File: src/rtl/gpio_edge_pkg.sv
package gpio_edge_pkg;

    localparam int unsigned REG_AW = 5;

    localparam logic [REG_AW-1:0] OFS_DIR = 5'h00;
    localparam logic [REG_AW-1:0] OFS_ODR = 5'h04;
    localparam logic [REG_AW-1:0] OFS_DAT = 5'h08;
    localparam logic [REG_AW-1:0] OFS_EVT = 5'h0C;
    localparam logic [REG_AW-1:0] OFS_MSK = 5'h10;
    localparam logic [REG_AW-1:0] OFS_SNS = 5'h14;
    localparam logic [REG_AW-1:0] OFS_IBE = 5'h18;

    typedef enum logic [2:0] {
        RS_DIR  = 3'd0,
        RS_ODR  = 3'd1,
        RS_DAT  = 3'd2,
        RS_EVT  = 3'd3,
        RS_MSK  = 3'd4,
        RS_SNS  = 3'd5,
        RS_IBE  = 3'd6,
        RS_NONE = 3'd7
    } reg_sel_e;

    // Word index selects the register; misaligned addresses select nothing.
    function automatic reg_sel_e decode_addr(input logic [REG_AW-1:0] a);
        reg_sel_e s;
        if (a[1:0] != 2'b00) begin
            s = RS_NONE;
        end else begin
            case (a[REG_AW-1:2])
                3'd0:    s = RS_DIR;
                3'd1:    s = RS_ODR;
                3'd2:    s = RS_DAT;
                3'd3:    s = RS_EVT;
                3'd4:    s = RS_MSK;
                3'd5:    s = RS_SNS;
                3'd6:    s = RS_IBE;
                default: s = RS_NONE;
            endcase
        end
        return s;
    endfunction

endpackage

File: src/rtl/gpio_sync2.sv
module gpio_sync2 #(
    parameter int unsigned WIDTH = 32
) (
    input  logic             clk,
    input  logic             rst_n,
    input  logic [WIDTH-1:0] d,
    output logic [WIDTH-1:0] q
);

    logic [WIDTH-1:0] meta_q;
    logic [WIDTH-1:0] stab_q;

    always_ff @(posedge clk or negedge rst_n) begin
        if (!rst_n) begin
            meta_q <= '0;
            stab_q <= '0;
        end else begin
            meta_q <= d;
            stab_q <= meta_q;
        end
    end

    assign q = stab_q;

endmodule

File: src/rtl/gpio_edge_unit.sv
module gpio_edge_unit #(
    parameter int unsigned WIDTH = 32
) (
    input  logic [WIDTH-1:0] cur,
    input  logic [WIDTH-1:0] prev,
    input  logic [WIDTH-1:0] fall_only,
    input  logic [WIDTH-1:0] evt_q,
    input  logic [WIDTH-1:0] clr,
    output logic [WIDTH-1:0] evt_d
);

    for (genvar b = 0; b < WIDTH; b++) begin : g_bit
        logic rise_w;
        logic fall_w;
        logic hit_w;

        assign rise_w   = cur[b] & ~prev[b];
        assign fall_w   = ~cur[b] & prev[b];
        assign hit_w    = fall_only[b] ? fall_w : (rise_w | fall_w);
        // A fresh edge overrides a clear landing on the same edge.
        assign evt_d[b] = (evt_q[b] & ~clr[b]) | hit_w;
    end

endmodule

File: src/rtl/gpio_pad_drv.sv
module gpio_pad_drv #(
    parameter int unsigned WIDTH = 32
) (
    input  logic [WIDTH-1:0] dir_b,
    input  logic [WIDTH-1:0] odr_b,
    input  logic [WIDTH-1:0] dout_b,
    output logic [WIDTH-1:0] pad_out,
    output logic [WIDTH-1:0] pad_oe
);

    // Register bits are reversed relative to line (pad) numbers.
    for (genvar i = 0; i < WIDTH; i++) begin : g_line
        localparam int unsigned B = WIDTH - 1 - i;
        assign pad_oe[i]  = dir_b[B] & (~odr_b[B] | ~dout_b[B]);
        assign pad_out[i] = dout_b[B] & ~odr_b[B];
    end

endmodule

File: src/rtl/gpio_edge_ctrl.sv
module gpio_edge_ctrl
    import gpio_edge_pkg::*;
#(
    parameter int unsigned NUM_LINES = 32
) (
    input  logic                 clk,
    input  logic                 rst_n,
    input  logic [REG_AW-1:0]    bus_addr,
    input  logic                 bus_wr,
    input  logic [NUM_LINES-1:0] bus_wdata,
    output logic [NUM_LINES-1:0] bus_rdata,
    input  logic [NUM_LINES-1:0] pin_in,
    output logic [NUM_LINES-1:0] pin_out,
    output logic [NUM_LINES-1:0] pin_oe,
    output logic                 irq_out
);

    localparam int unsigned N = NUM_LINES;

    typedef struct packed {
        logic [N-1:0] dir;
        logic [N-1:0] odr;
        logic [N-1:0] dout;
        logic [N-1:0] evt;
        logic [N-1:0] mask;
        logic [N-1:0] sense;
        logic [N-1:0] ibe;
        logic [N-1:0] prev;
    } state_t;

    state_t st_d, st_q;

    logic [N-1:0] sync_line;
    logic [N-1:0] in_b;
    logic [N-1:0] clr_b;
    logic [N-1:0] evt_nx;
    logic [N-1:0] dat_rd;
    reg_sel_e     sel;

    gpio_sync2 #(.WIDTH(N)) u_sync (
        .clk   (clk),
        .rst_n (rst_n),
        .d     (pin_in),
        .q     (sync_line)
    );

    for (genvar i = 0; i < N; i++) begin : g_rev
        assign in_b[N-1-i] = sync_line[i];
    end

    assign sel   = decode_addr(bus_addr);
    assign clr_b = (bus_wr && sel == RS_EVT) ? bus_wdata : '0;

    gpio_edge_unit #(.WIDTH(N)) u_edge (
        .cur       (in_b),
        .prev      (st_q.prev),
        .fall_only (st_q.sense),
        .evt_q     (st_q.evt),
        .clr       (clr_b),
        .evt_d     (evt_nx)
    );

    always_comb begin
        st_d      = st_q;
        st_d.prev = in_b;
        st_d.evt  = evt_nx;
        if (bus_wr) begin
            case (sel)
                RS_DIR:  st_d.dir   = bus_wdata;
                RS_ODR:  st_d.odr   = bus_wdata;
                RS_DAT:  st_d.dout  = bus_wdata;
                RS_MSK:  st_d.mask  = bus_wdata;
                RS_SNS:  st_d.sense = bus_wdata;
                RS_IBE:  st_d.ibe   = bus_wdata;
                default: ;
            endcase
        end
    end

    always_ff @(posedge clk or negedge rst_n) begin
        if (!rst_n) begin
            st_q <= '0;
        end else begin
            st_q <= st_d;
        end
    end

    assign dat_rd = (st_q.dout & st_q.dir) | (in_b & st_q.ibe & ~st_q.dir);

    always_comb begin
        case (sel)
            RS_DIR:  bus_rdata = st_q.dir;
            RS_ODR:  bus_rdata = st_q.odr;
            RS_DAT:  bus_rdata = dat_rd;
            RS_EVT:  bus_rdata = st_q.evt;
            RS_MSK:  bus_rdata = st_q.mask;
            RS_SNS:  bus_rdata = st_q.sense;
            RS_IBE:  bus_rdata = st_q.ibe;
            default: bus_rdata = '0;
        endcase
    end

    gpio_pad_drv #(.WIDTH(N)) u_pad (
        .dir_b   (st_q.dir),
        .odr_b   (st_q.odr),
        .dout_b  (st_q.dout),
        .pad_out (pin_out),
        .pad_oe  (pin_oe)
    );

    assign irq_out = |(st_q.evt & st_q.mask);

endmodule

File: config.mk
export PLATFORM = sky130hd
export DESIGN_NAME = gpio_edge_ctrl
export DESIGN_NICKNAME = d
export VERILOG_FILES = /design/src/rtl/gpio_edge_pkg.sv /design/src/rtl/gpio_sync2.sv /design/src/rtl/gpio_edge_unit.sv /design/src/rtl/gpio_pad_drv.sv /design/src/rtl/gpio_edge_ctrl.sv
export SDC_FILE = /design/constraint.sdc
export NUM_CORES = 1
export LEC_CHECK = 0
export BUFFER_PORTS_ARGS = -buffer_cell sky130_fd_sc_hd__clkbuf_2
export CAP_MARGIN = 20
export CORE_MARGIN = 4
export CORE_UTILIZATION = 45
export DETAILED_ROUTE_END_ITERATION = 7
export PLACE_DENSITY = 0.67
export SLEW_MARGIN = 10
export SYNTH_ARGS = -nofsm -noshare
export SYNTH_HDL_FRONTEND = slang
export SYNTH_SLANG_ARGS = --single-unit
File: constraint.sdc
create_clock -name clk -period 1.97 [get_ports clk]
set_clock_uncertainty 0.15 [all_clocks]
set_input_delay 0.394 -clock clk [delete_from_list [all_inputs] [get_ports clk]]
set_output_delay 0.394 -clock clk [all_outputs]
set_load 0.03 [all_outputs]
== After elaboration in Yosys (flattened, before gate mapping) ==
Cells that the tools add are included.
Storage, ports and cells
  bits in latches: 0
  memories kept: 0
  register bits after elaboration: 320
  memory bits (read-only): 0
  RAM bits: 0
Cells by class
  bitwise logic cells: 422
  shift operators: 0
  div/mod/pow operators: 0
  $add $sub $neg: 0
  $mul: 0
  reductions and logical operators: 11
  $lt $le $gt $ge: 0
  eq/ne operators: 12
  multiplexer cells: 36
Operator list (count)
  $pmux W32 S7: 1
  $and A1 B1 Y1: 160
  $not A1 Y1: 160
  $and A32 B32 Y32: 4
  $or A1 B1 Y1: 96
  $mux W1: 32
  $mux W32: 1
  $not A32 Y32: 1
  $or A32 B32 Y32: 1
  $reduce_or A32 Y1: 1
  $pmux W3 S7: 1
  $eq A3 B3 Y1 const B: 6
  $eq A3 B2 Y1 const B: 4
  $reduce_and A2 Y1: 6
  $eq A3 B1 Y1 const B: 2
  $logic_not A3 Y1: 2
  $mux W3: 1
  $reduce_bool A2 Y1: 1
  $logic_and A1 B1 Y1: 1

== Longest topological paths before layout ==
Gate-level depths: netlist of the first run.
  depth after elaboration: 9
  mapped depth: 7
  mapped depth without buffers: 4

== Cells and area by module ==
A second synthesis of the first run with hierarchy kept.
Unflattened totals
  cells, all modules: 1185
  area, all modules: 14515.2 µm²
By module, submodules not included
  gpio_edge_ctrl: times used 1, area each 11232.0 µm², cells each 897
  gpio_sync2: times used 1, area each 1601.5 µm², cells each 64
  gpio_edge_unit: times used 1, area each 1241.2 µm², cells each 160
  gpio_pad_drv: times used 1, area each 440.4 µm², cells each 64

== Worst setup path after synthesis of the first run ==
No wires, ideal clock.
  path kind: input to output
  start point: in bus_addr[3]
  end point: out bus_rdata[30]
  stages: 5
  buffers on the path: 2
  setup slack: -390 ps
  arrival: 1816 ps
  cell sequence: buf_2 > buf_1 > mux2_2 > a22oi_1 > o221ai_1
Between the ends
  cells in the longest elaborated chain, start to end: 5
  elaborated cells on any way between the ends: 17
  classes of those cells: 12 x eq/ne; 3 x mux; 2 x reduce/logical
Ends and longest elaborated chain
  from (decl): line gpio_edge_ctrl.sv:8  | input logic [REG_AW-1:0] bus_addr,
  $eq A3 B3 Y1 (tied with other cells): line gpio_edge_pkg.sv:30  | case (a[REG_AW-1:2])
  $pmux W3 S7 (*): line gpio_edge_pkg.sv:30
  $mux W3 (*): line gpio_edge_pkg.sv:27  | if (a[1:0] != 2'b00) begin
  $eq A3 B3 Y1 (tied with other cells): line gpio_edge_ctrl.sv:91  | case (sel)
  $pmux W32 S7 (*): line gpio_edge_ctrl.sv:91
  to (decl): line gpio_edge_ctrl.sv:11  | output logic [NUM_LINES-1:0] bus_rdata,
Every way passes the cells marked *; elsewhere a longest branch is shown, timed or not.

== Worst setup path in the final report of the first run ==
  start point: reg st_q[153] in the netlist's numbering
  end point: out irq_out
Between the ends
  cells in the longest elaborated chain, start to end: 2
Ends and longest elaborated chain
  from (decl): line gpio_edge_ctrl.sv:31  | state_t st_d, st_q;
  from (signal assigned): line gpio_edge_ctrl.sv:84  | st_q <= st_d;
  $and A32 B32 Y32: line gpio_edge_ctrl.sv:111  | assign irq_out = |(st_q.evt & st_q.mask);
  $reduce_or A32 Y1: line gpio_edge_ctrl.sv:111
  to (decl): line gpio_edge_ctrl.sv:15  | output logic irq_out
Every way passes these cells.

==> results of run 1 <==
kinds of logic (layout without fill, tap and decap cells):
logic type,Yosys count,in the layout,share of synthesized area
flops,320,320,0.566
mux,256,256,0.199
simple gates,230,230,0.0823
compound gates,197,197,0.0985
buf+inv,83,432,0.0256
fa+ha+maj,32,32,0.0283
path summary, 6_finish.rpt:
check	startpoint	end	slack, ns	cells after the start
hold / removal	bus_wdata[4]	st_q[100]	0.05	2
max in group asynchronous	rst_n	st_q[117]	0.65	3
setup / recovery	st_q[153]	irq_out	-0.68	4
hold reg to reg	u_sync.meta_q[10]	u_sync.q[10]	0.19	0
min in group asynchronous	rst_n	st_q[129]	0.28	2
setup reg to reg	u_sync.q[27]	st_q[132]	0.63	4
area by class of cell:
class / count / area [sq um]
Fill cell: 2347 / 11800
Clock buffer: 56 / 1110
Multi-Input combinational cell: 715 / 6090
Timing Repair Buffer: 333 / 3050
Inverter: 33 / 124
Sequential cell: 320 / 8010
Tap cell: 396 / 495
Clock inverter: 10 / 141
flip-flops by register name (all words and copies together), names as in the netlist:
name,count
st_q,256
u_sync.meta_q,32
u_sync.q,32
routing by layer:
layer / global-route usage / up-vias / part of all wire
met5: 0 / - / 0
met4: 0.0493 / 0 / 0.014
met3: 0.0320 / 42 / 0.046
met2: 0.386 / 289 / 0.49
met1: 0.336 / 5339 / 0.45
li1: - / 4695 / -
repair_timing:
action,4_1_cts,5_1_grt
endpoints found under the hold margin,72,0
hold buffers,33,0
gates cloned,1,0
resized for setup,154,97
setup endpoints to repair,41,57
pin swaps,33,16
buffers inserted,5,7
stage by stage:
stage / hold slack (ns) / cells
6_report: 0.0546 / 1863
3_3_place_gp: 0.181 / 1761
5_1_grt: 0.0602 / 1863
2_1_floorplan: -0.0516 / 1118
4_1_cts: 0.0348 / 1862
3_5_place_dp: 0.186 / 1761
layout by cell type (no fill, tap or decap), types with 4 or more instances in the layout:
cell / instances
buf_4: 65
a21boi_1: 9
a21boi_0: 19
mux2_1: 42
or3_4: 21
o21ai_2: 4
dfrtp_2: 4
a21boi_2: 4
clkinv_2: 4
mux2_2: 150
clkbuf_2: 107
clkbuf_1: 9
a22oi_1: 31
inv_1: 32
clkbuf_8: 12
buf_8: 31
o22ai_1: 31
dfrtp_1: 316
buf_2: 11
dlygate4sd3_1: 33
a221o_1: 32
o21ai_0: 20
buf_6: 48
a21oi_1: 22
nand4_1: 4
o21ai_1: 6
nor2b_1: 41
a21o_2: 10
clkbuf_4: 9
clkbuf_16: 38
ha_1: 32
buf_12: 25
nand2_2: 9
nor2_1: 55
mux2i_1: 52
nand2_1: 62
a22oi_2: 7
nand3b_1: 21
mux2_4: 11
power groups by stage:
| stage | logic, W | registers (W) | clock network, W |
|---|---|---|---|
| global route | 0.00395 | 0.00842 | 0.00734 |
| finish | 0.00366 | 0.00830 | 0.00692 |
| floorplan | 0.00218 | 0.00809 | 0 |
| detailed placement | 0.00336 | 0.00835 | 0 |
| global placement | 0.00330 | 0.00831 | 0 |
| CTS | 0.00360 | 0.00826 | 0.00704 |
==> flow_summary_export.csv, run 1 <==
group,metric,value,unit
status,outcome,"complete, but fails checks",
status,failed_checks,"negative setup slack",
logic_synthesis,synth_nets,1222,
global_routing,grt_max_degree,53,
finish,drive_gt1_frac,0.404,
sta,fin_crit,2.65,ns
logic_synthesis,synth.avg_cell_area,12.6,sq um
power_and_ir_drop,internal_power,0.0135,W
clocking,clk_pin_slew,0.06,ns
power_and_ir_drop,clockPowerShare,0.366,
global_routing,antenna_found_initial,0,
sta,setup_violations,33,
power_and_ir_drop,power,0.0189,W
logic_synthesis,yosysTopAreaCell,"dfrtp_1",
logic_synthesis,ys_seq_area_frac,0.566,
routing,ant_nets,0,
worst_setup_path,critPathLaunchType,"register",
worst_setup_path,path_max_fanout,2,
place,placed_area,16700,sq um
routing,drt_first_pass_iters,5,
power_and_ir_drop,leakage,8.83,nW
global_routing,grt_usage,0.235,
finish,nNetsFinal,1543,
logic_synthesis,yosys.cell_types.count,34,
sta,fin_crit_sh,1.35,
logic_synthesis,yosys-top-cells-count,"dfrtp_1 (320), mux2_2 (161), nand2_1 (72)",
logic_synthesis,syn_area,14100,sq um
clocking,clk_latency,0.51,ns
place,port_buffers,168,
finish,area_growth_syn_to_layout,34.5,%
finish,final_area,19000,sq um
sta,rsz0062_at_grt,"true",
sta,slew_headroom,0.680,
clocking,cts_tree,"done",
clocking,cts_sinks,320,
sta,max_freq,377,MHz
clocking,cts-root-buf,"clkbuf_16",
logic_synthesis,synth_edf_count,0,
worst_setup_path,path_delay_family,"simple AND/OR/NAND/NOR gates",
logic_synthesis,yosysWarnings,0,
power_and_ir_drop,powerDensity,992,nW/um^2
worst_setup_path,end_kind,"primary output",
place,place_ws,-0.466,ns
logic_synthesis,ys_ff_latch,320,
clocking,numCtsBuffers,36,
logic_synthesis,synthFlopType,"dfrtp_1",
routing,vias,10400,
clocking,cts_max_path_buffers,3,
logic_synthesis,yosysMostFrequentCell,"dfrtp_1",
global_routing,grt-ovfl-total,0,
finish,fin_util,0.617,
sta,tns,-11.66,ns
power_and_ir_drop,seqPwrFrac,0.440,
global_routing,grt_pass1_vias,10800,
worst_setup_path,slowest_stage,"or4_4",
worst_setup_path,critPathArrivalTime,2.11,ns
routing,totalWireLength,40400,microns
routing,drcViolationCount,0,
worst_setup_path,max_stage_delay,0.47,ns
worst_setup_path,worstPathCellList,"a22oi_1 -> nand4_1 -> or4_4 -> clkbuf_8",
floorplan,fp.dieArea,34300,sq um
power_and_ir_drop,power_frac_comb,0.194,
routing,wl_per_cell,21.7,microns
sta,tightest_slew,0.480,ns
floorplan,die_w,185,microns
floorplan,fp.coreArea,30800,sq um
power_and_ir_drop,p_sw,0.00533,W
global_routing,grt_pass1_wl,62200,microns
floorplan,start_util,0.459,
worst_setup_path,crit_required,1.43,ns
sta,worst_slack,-0.682,ns
finish,diodes,0,
floorplan,num_rows,64,
power_and_ir_drop,netSwitchingFraction,0.282,
routing,via_per_inst,5.56,
clocking,cts_htree_levels,2,
floorplan,die_h,185,microns
run,max_cap_viol_count,0,
floorplan,boundaryPins,169,
logic_synthesis,synth_async_sr_flop_share,1.00,
place,routabilityCongestion,0.814,
sta,drv_slew,0,
routing,first_iter_violations,760,
logic_synthesis,netlist_instances,1118,
worst_setup_path,crit_type,"register to primary output",
logic_synthesis,ys_top_cells_by_area,"dfrtp_1 (57%), mux2_2 (13%), mux2i_1 (3.8%)",
logic_synthesis,synth_top_area_share,0.566,
power_and_ir_drop,irDropWorstVdd,0.763,mV
hold_path,min_path_type,"primary input to register",
worst_setup_path,path_buf_inv,1,
sta,hold_viol_final,0,
place,hpwlAfterDp,27500,microns
Power figures use the tool's default switching activity.
==> inputs of run 2 (changes only) <==
Settings changed: ABC_AREA set to 1, MAX_ROUTING_LAYER set to met4.
==> run 2 against run 1 <==
Net effect:
- the run still ends with negative setup slack left
- flip-flop and latch count unchanged
- critical path depth increased by 8
- clock power down 6.5%
- utilization decreased by 1.4 points
- synthesized cell count rose by 53%
- sequential power shrank 2%
- largest cell class unchanged
==> flow_summary_export.csv, run 2 <==
group,metric,value,unit
logic_synthesis,synth_top_area_share,0.569,
global_routing,grt_max_degree,58,
finish,nNetsFinal,2082,
sta,setup_violations,33,
logic_synthesis,yosysWarnings,0,
sta,rsz0062_at_grt,"true",
floorplan,die_h,185,microns
sta,fin_crit_sh,1.16,
clocking,clk_latency,0.51,ns
sta,max_freq,439,MHz
logic_synthesis,yosysMostFrequentCell,"nand2_1",
routing,dr_wl_met2,19400,microns
floorplan,boundaryPins,169,
clocking,numCtsBuffers,36,
finish,largest_register_ff_count,256,
sta,fin_crit,2.28,ns
worst_setup_path,critPathLaunchType,"primary input",
clocking,cts_max_path_buffers,3,
place,place_ws,-0.397,ns
clocking,cts_tree,"done",
power_and_ir_drop,powerDensity,963,nW/um^2
finish,layout_commonest_cell,"nand2_1",
finish,drive_gt1_frac,0.212,
finish,fin_util,0.603,
finish,fin_cells,2399,
sta,drv_slew,0,
routing,highest_layer,"met4",
hold_path,min_path_type,"primary input to register",
routing,wl_met1,17400,microns
sta,tightest_slew,0.545,ns
place,hpwlAfterDp,25500,microns
logic_synthesis,synth_edf_count,0,
routing,wl_met3,2440,microns
worst_setup_path,crit_type,"primary input to primary output",
run,max_cap_viol_count,0,
logic_synthesis,synth_nets,1817,
logic_synthesis,yosysTopAreaCell,"dfrtp_1",
logic_synthesis,netlist_instances,1713,
logic_synthesis,synth_async_sr_flop_share,1.00,
logic_synthesis,ys_top_cells_by_area,"dfrtp_1 (57%), nand2_1 (17%), o21ai_0 (4.5%)",
status,failed_checks,"negative setup slack",
worst_setup_path,path_max_fanout,8,
place,dp.cells,2270,
power_and_ir_drop,irDropWorstVdd,0.706,mV
routing,wl_per_cell,16.8,microns
floorplan,num_rows,64,
clocking,cts_htree_levels,2,
sta,holdWs,0.0196,ns
hold_path,hold_depth,4,
worst_setup_path,end_kind,"primary output",
worst_setup_path,crit_required,1.43,ns
floorplan,fp.coreArea,30700,sq um
place,routabilityCongestion,0.833,
logic_synthesis,yosys-top-cells-count,"nand2_1 (619), dfrtp_1 (320), nor2_1 (165)",
logic_synthesis,synth.avg_cell_area,8.21,sq um
finish,largest-register,"st_q",
global_routing,grt_pass1_wl,62700,microns
logic_synthesis,synthFlopType,"dfrtp_1",
global_routing,antenna_found_initial,1,
status,outcome,"complete, but fails checks",
routing,vias,12300,
power_and_ir_drop,leakage,9.54,nW
clocking,clk_pin_slew,0.06,ns
finish,area_growth_syn_to_layout,31.7,%
floorplan,start_util,0.458,
logic_synthesis,yosys.cell_types.count,20,
floorplan,fp.dieArea,34200,sq um
routing,ant_nets,0,
routing,totalWireLength,40300,microns
clocking,cts_sinks,320,
power_and_ir_drop,power,0.0178,W
finish,layout_common_cells,"nand2_1 (551), dfrtp_1 (320), nor2_1 (150)",
clocking,cts-root-buf,"clkbuf_16",
floorplan,die_w,185,microns
routing,drcViolationCount,0,
logic_synthesis,ys_seq_area_frac,0.569,
logic_synthesis,ys_ff_latch,320,
sta,hold_viol_final,0,
worst_setup_path,critPathArrivalTime,1.73,ns
routing,drt_first_pass_iters,5,
place,port_buffers,168,
sta,slew_headroom,0.637,
global_routing,grt_usage,0.237,
worst_setup_path,r2r_cells,5,
global_routing,grt_pass1_vias,12200,
routing,first_iter_violations,936,
global_routing,grt-ovfl-total,0,
sta,worst_slack,-0.309,ns
routing,via_per_inst,5.11,
logic_synthesis,syn_area,14100,sq um
==> run 2: changes by cell type after synthesis, moves of 44 or more <==
cell and delta:
nor2b_1 -44, o21ai_1 +99, mux2_2 -161, mux2i_1 -53
o21ai_0 +96, inv_1 +101, a21oi_1 +45, nand3_1 +66
nor2_1 +107, nand2_1 +547
==> run 2: power by group <==
part           total, W  switching (W)  internal, W
sequential      0.00814       0.000712      0.00743
combinational   0.00323        0.00207      0.00117
clock           0.00647        0.00261      0.00386
total            0.0178        0.00539       0.0125
==> run 2: path summary, 6_finish.rpt <==
kind	from	to	slack (ns)
setup / recovery	bus_addr[1]	bus_rdata[13]	-0.31
hold / removal	bus_wdata[18]	st_q[146]	0.02
setup reg to reg	u_sync.q[21]	st_q[138]	0.70
hold reg to reg	u_sync.meta_q[6]	u_sync.q[6]	0.19
max in group asynchronous	rst_n	st_q[245]	0.63
min in group asynchronous	rst_n	st_q[228]	0.28
==> run 2: metrics by stage <==
stage                     setup TNS [ns]  instance area (sq um)
after floorplan                        0                  14100
after global placement            -17.92                  16000
after detailed placement          -23.98                  16000
after CTS                          -9.18                  18100
after global routing              -10.86                  18500
final                              -8.84                  18500
==> run 2: area by class of cell <==
type,instances,area [sq um]
inverters,134,509
well taps,396,495
multi-input cells,1195,5650
fillers,2704,12200
repair buffers,291,2730
clock buffers,51,1060
clock inverters,11,83.8
diodes,1,2.50
flip-flops and latches,320,8010
==> run 2: kinds of logic after synthesis <==
kind of cell             share of synthesized area
AO/OA/AOI/OAI                                0.104
adder cells (fa/ha/maj)                     0.0285
buffers and inverters                       0.0553
flip-flops                                   0.569
AND/OR/NAND/NOR                              0.243
==> run 2: critical path, stage by stage <==
cell and delay, ns:
buf_8 0.10, nor2_4 0.14, buf_6 0.15, nand3_4 0.09, nor2_4 0.17, buf_12 0.15
buf_12 0.16, nand2_1 0.07, nand2_1 0.06, nor2_1 0.05, nand2_2 0.07, buf_8 0.12
==> run 2: repair_timing <==
item	CTS	global route
gates cloned	2	4
gates resized for setup	96	116
pin swaps	21	35
buffers inserted	11	12
hold buffers	38	0
endpoints found under the setup margin	35	37
hold endpoints to repair	80	0
==> run 2: per-layer routing <==
metal | GRT usage | vias up
met5 | - | -
met4 | 0.0787 | 0
met3 | 0.0361 | 70
met2 | 0.373 | 388
met1 | 0.318 | 5840
li1 | - | 5963
==> inputs of run 3 (changes only) <==
Settings changed: CORE_MARGIN 4 to 3, REMOVE_ABC_BUFFERS set to 1, SETUP_SLACK_MARGIN set to 0.2.
==> run 3 against run 2 <==
Net effect:
- the flow still finishes with violations (negative setup slack)
- clock-buffer cell count increased by 4
- flip-flop and latch count unchanged
- utilization increased by 5.3 points
- critical path type unchanged
==> flow_summary_export.csv, run 3 (same netlist as run 2, synthesis figures left out) <==
group,metric,value,unit
status,outcome,"complete, but fails checks",
status,failed_checks,"negative setup slack",
floorplan,boundaryPins,169,
power_and_ir_drop,leakage,9.99,nW
global_routing,antenna_found_initial,0,
clocking,cts_sinks,320,
power_and_ir_drop,netSwitchingFraction,0.304,
sta,tightest_slew,0.370,ns
finish,layout_common_cells,"nand2_1 (556), dfrtp_1 (300), o21ai_0 (126)",
place,placed_area,15900,sq um
power_and_ir_drop,p_sw,0.00593,W
sta,hold_viol_final,0,
power_and_ir_drop,power_frac_comb,0.230,
routing,drcViolationCount,0,
floorplan,start_util,0.459,
floorplan,die_h,183,microns
sta,fin_crit_sh,1.19,
sta,drv_slew,0,
routing,ant_nets,0,
sta,max_freq,426,MHz
floorplan,num_rows,64,
place,hpwlAfterDp,26500,microns
worst_setup_path,worstPathCellList,"clkbuf_2 -> inv_2 -> buf_4 -> nand3_4 -> nor2_4 -> buf_4 -> buf_12 -> nand2_1 -> nand2_1 -> nor2_1 -> nand2_1 -> clkbuf_8",
power_and_ir_drop,seqPwrFrac,0.425,
worst_setup_path,critPathArrivalTime,1.80,ns
worst_setup_path,crit_required,1.43,ns
clocking,clk_pin_slew,0.06,ns
sta,slew_headroom,0.753,
worst_setup_path,crit_type,"primary input to primary output",
worst_setup_path,max_stage_delay,0.21,ns
clocking,numCtsBuffers,36,
sta,worst_slack,-0.377,ns
routing,drt_first_pass_iters,5,
routing,totalWireLength,43200,microns
power_and_ir_drop,powerDensity,968,nW/um^2
finish,layout_commonest_cell,"nand2_1",
finish,nNetsFinal,2147,
place,place_ws,-0.421,ns
power_and_ir_drop,internal_power,0.0135,W
clocking,cts_htree_levels,2,
worst_setup_path,path_common_cell,"nand2_1",
clocking,cts-root-buf,"clkbuf_16",
worst_setup_path,path_max_fanout,12,
hold_path,hold_depth,4,
floorplan,die_w,183,microns
worst_setup_path,path_buf_inv,6,
finish,area_growth_syn_to_layout,43.0,%
place,dp.cells,2278,
finish,drive_gt1_frac,0.274,
sta,setup_violations,40,
hold_path,min_path_type,"primary input to register",
place,routabilityCongestion,0.825,
worst_setup_path,r2r_cells,5,
worst_setup_path,critPathLaunchType,"primary input",
finish,fin_cells,2461,
global_routing,grt_pass1_wl,67200,microns
routing,via_per_inst,5.19,
power_and_ir_drop,clockPowerShare,0.344,
routing,vias,12800,
global_routing,grt-ovfl-total,0,
power_and_ir_drop,irDropWorstVdd,0.926,mV
floorplan,fp.dieArea,33400,sq um
clocking,clk_latency,0.52,ns
routing,wl_per_cell,17.6,microns
sta,rsz0062_at_grt,"true",
floorplan,fp.coreArea,30700,sq um
worst_setup_path,slowest_stage,"nor2_4",
worst_setup_path,path_delay_family,"buffers and inverters",
run,max_cap_viol_count,0,
global_routing,grt_pass1_vias,12600,
clocking,cts_max_path_buffers,3,
routing,first_iter_violations,993,
global_routing,grt_max_degree,55,
finish,diodes,0,
finish,largest_register_ff_count,256,
power_and_ir_drop,power,0.0195,W
global_routing,grt_usage,0.259,
finish,largest-register,"st_q",
clocking,cts_tree,"done",
worst_setup_path,end_kind,"primary output",
worst_setup_path,crit_cells,12,
finish,final_area,20100,sq um
place,port_buffers,168,
sta,fin_crit,2.35,ns
## run 3: routing by layer
| metal | vias up | wire length [microns] | GRT usage |
|---|---|---|---|
| met5 | - | 0 | - |
| met4 | 0 | 1140 | 0.0783 |
| met3 | 88 | 2120 | 0.0367 |
| met2 | 385 | 21900 | 0.433 |
| met1 | 6211 | 18100 | 0.331 |
| li1 | 6085 | - | - |
## run 3: timing repair
action / CTS / global route
endpoints found under the setup margin: 97 / 97
hold buffers: 44 / 0
cloned: 7 / 0
buffers inserted: 40 / 32
resized for setup: 332 / 240
pin swaps: 81 / 65
endpoints found under the hold margin: 225 / 0
## run 3: power groups by stage
stage / Clock, W / Combinational (W) / Sequential (W)
3_5_place_dp: 0 / 0.00297 / 0.00822
3_3_place_gp: 0 / 0.00290 / 0.00819
4_1_cts: 0.00682 / 0.00390 / 0.00818
6_report: 0.00671 / 0.00448 / 0.00828
2_1_floorplan: 0 / 0.00196 / 0.00804
5_1_grt: 0.00709 / 0.00489 / 0.00838
## run 3: area by class of cell
type | count | area (sq um)
clock buffers | 55 | 1050
clock inverters | 5 | 111
fillers | 2411 | 10500
inverters | 134 | 503
multi-input cells | 1195 | 6060
flip-flops and latches | 320 | 8030
well taps | 396 | 495
repair buffers | 356 | 3870
## run 3: metrics by stage
stage	setup TNS (ns)	utilization	hold WS, ns
2_1_floorplan	-118.74	-	-0.0516
3_3_place_gp	-17.37	0.519	0.162
3_5_place_dp	-20.45	0.519	0.158
4_1_cts	-11.28	0.628	0.000328
5_1_grt	-13.13	0.656	0.0267
6_report	-10.49	0.656	0.0133
## run 3: tightest hold or removal path: stages
cell and delay (ns):
clkbuf_2 0.10, nand2_1 0.05, nand2_1 0.05, nand2_1 0.04
## run 3: final timing paths
path / start / to / slack [ns]
max: bus_addr[3] / bus_rdata[14] / -0.38
min: bus_wdata[30] / st_q[158] / 0.01
max reg2reg: u_sync.q[8] / st_q[151] / 0.71
min reg2reg: u_sync.meta_q[4] / u_sync.q[4] / 0.19
max in group asynchronous: rst_n / st_q[223] / 0.81
min in group asynchronous: rst_n / st_q[205] / 0.22
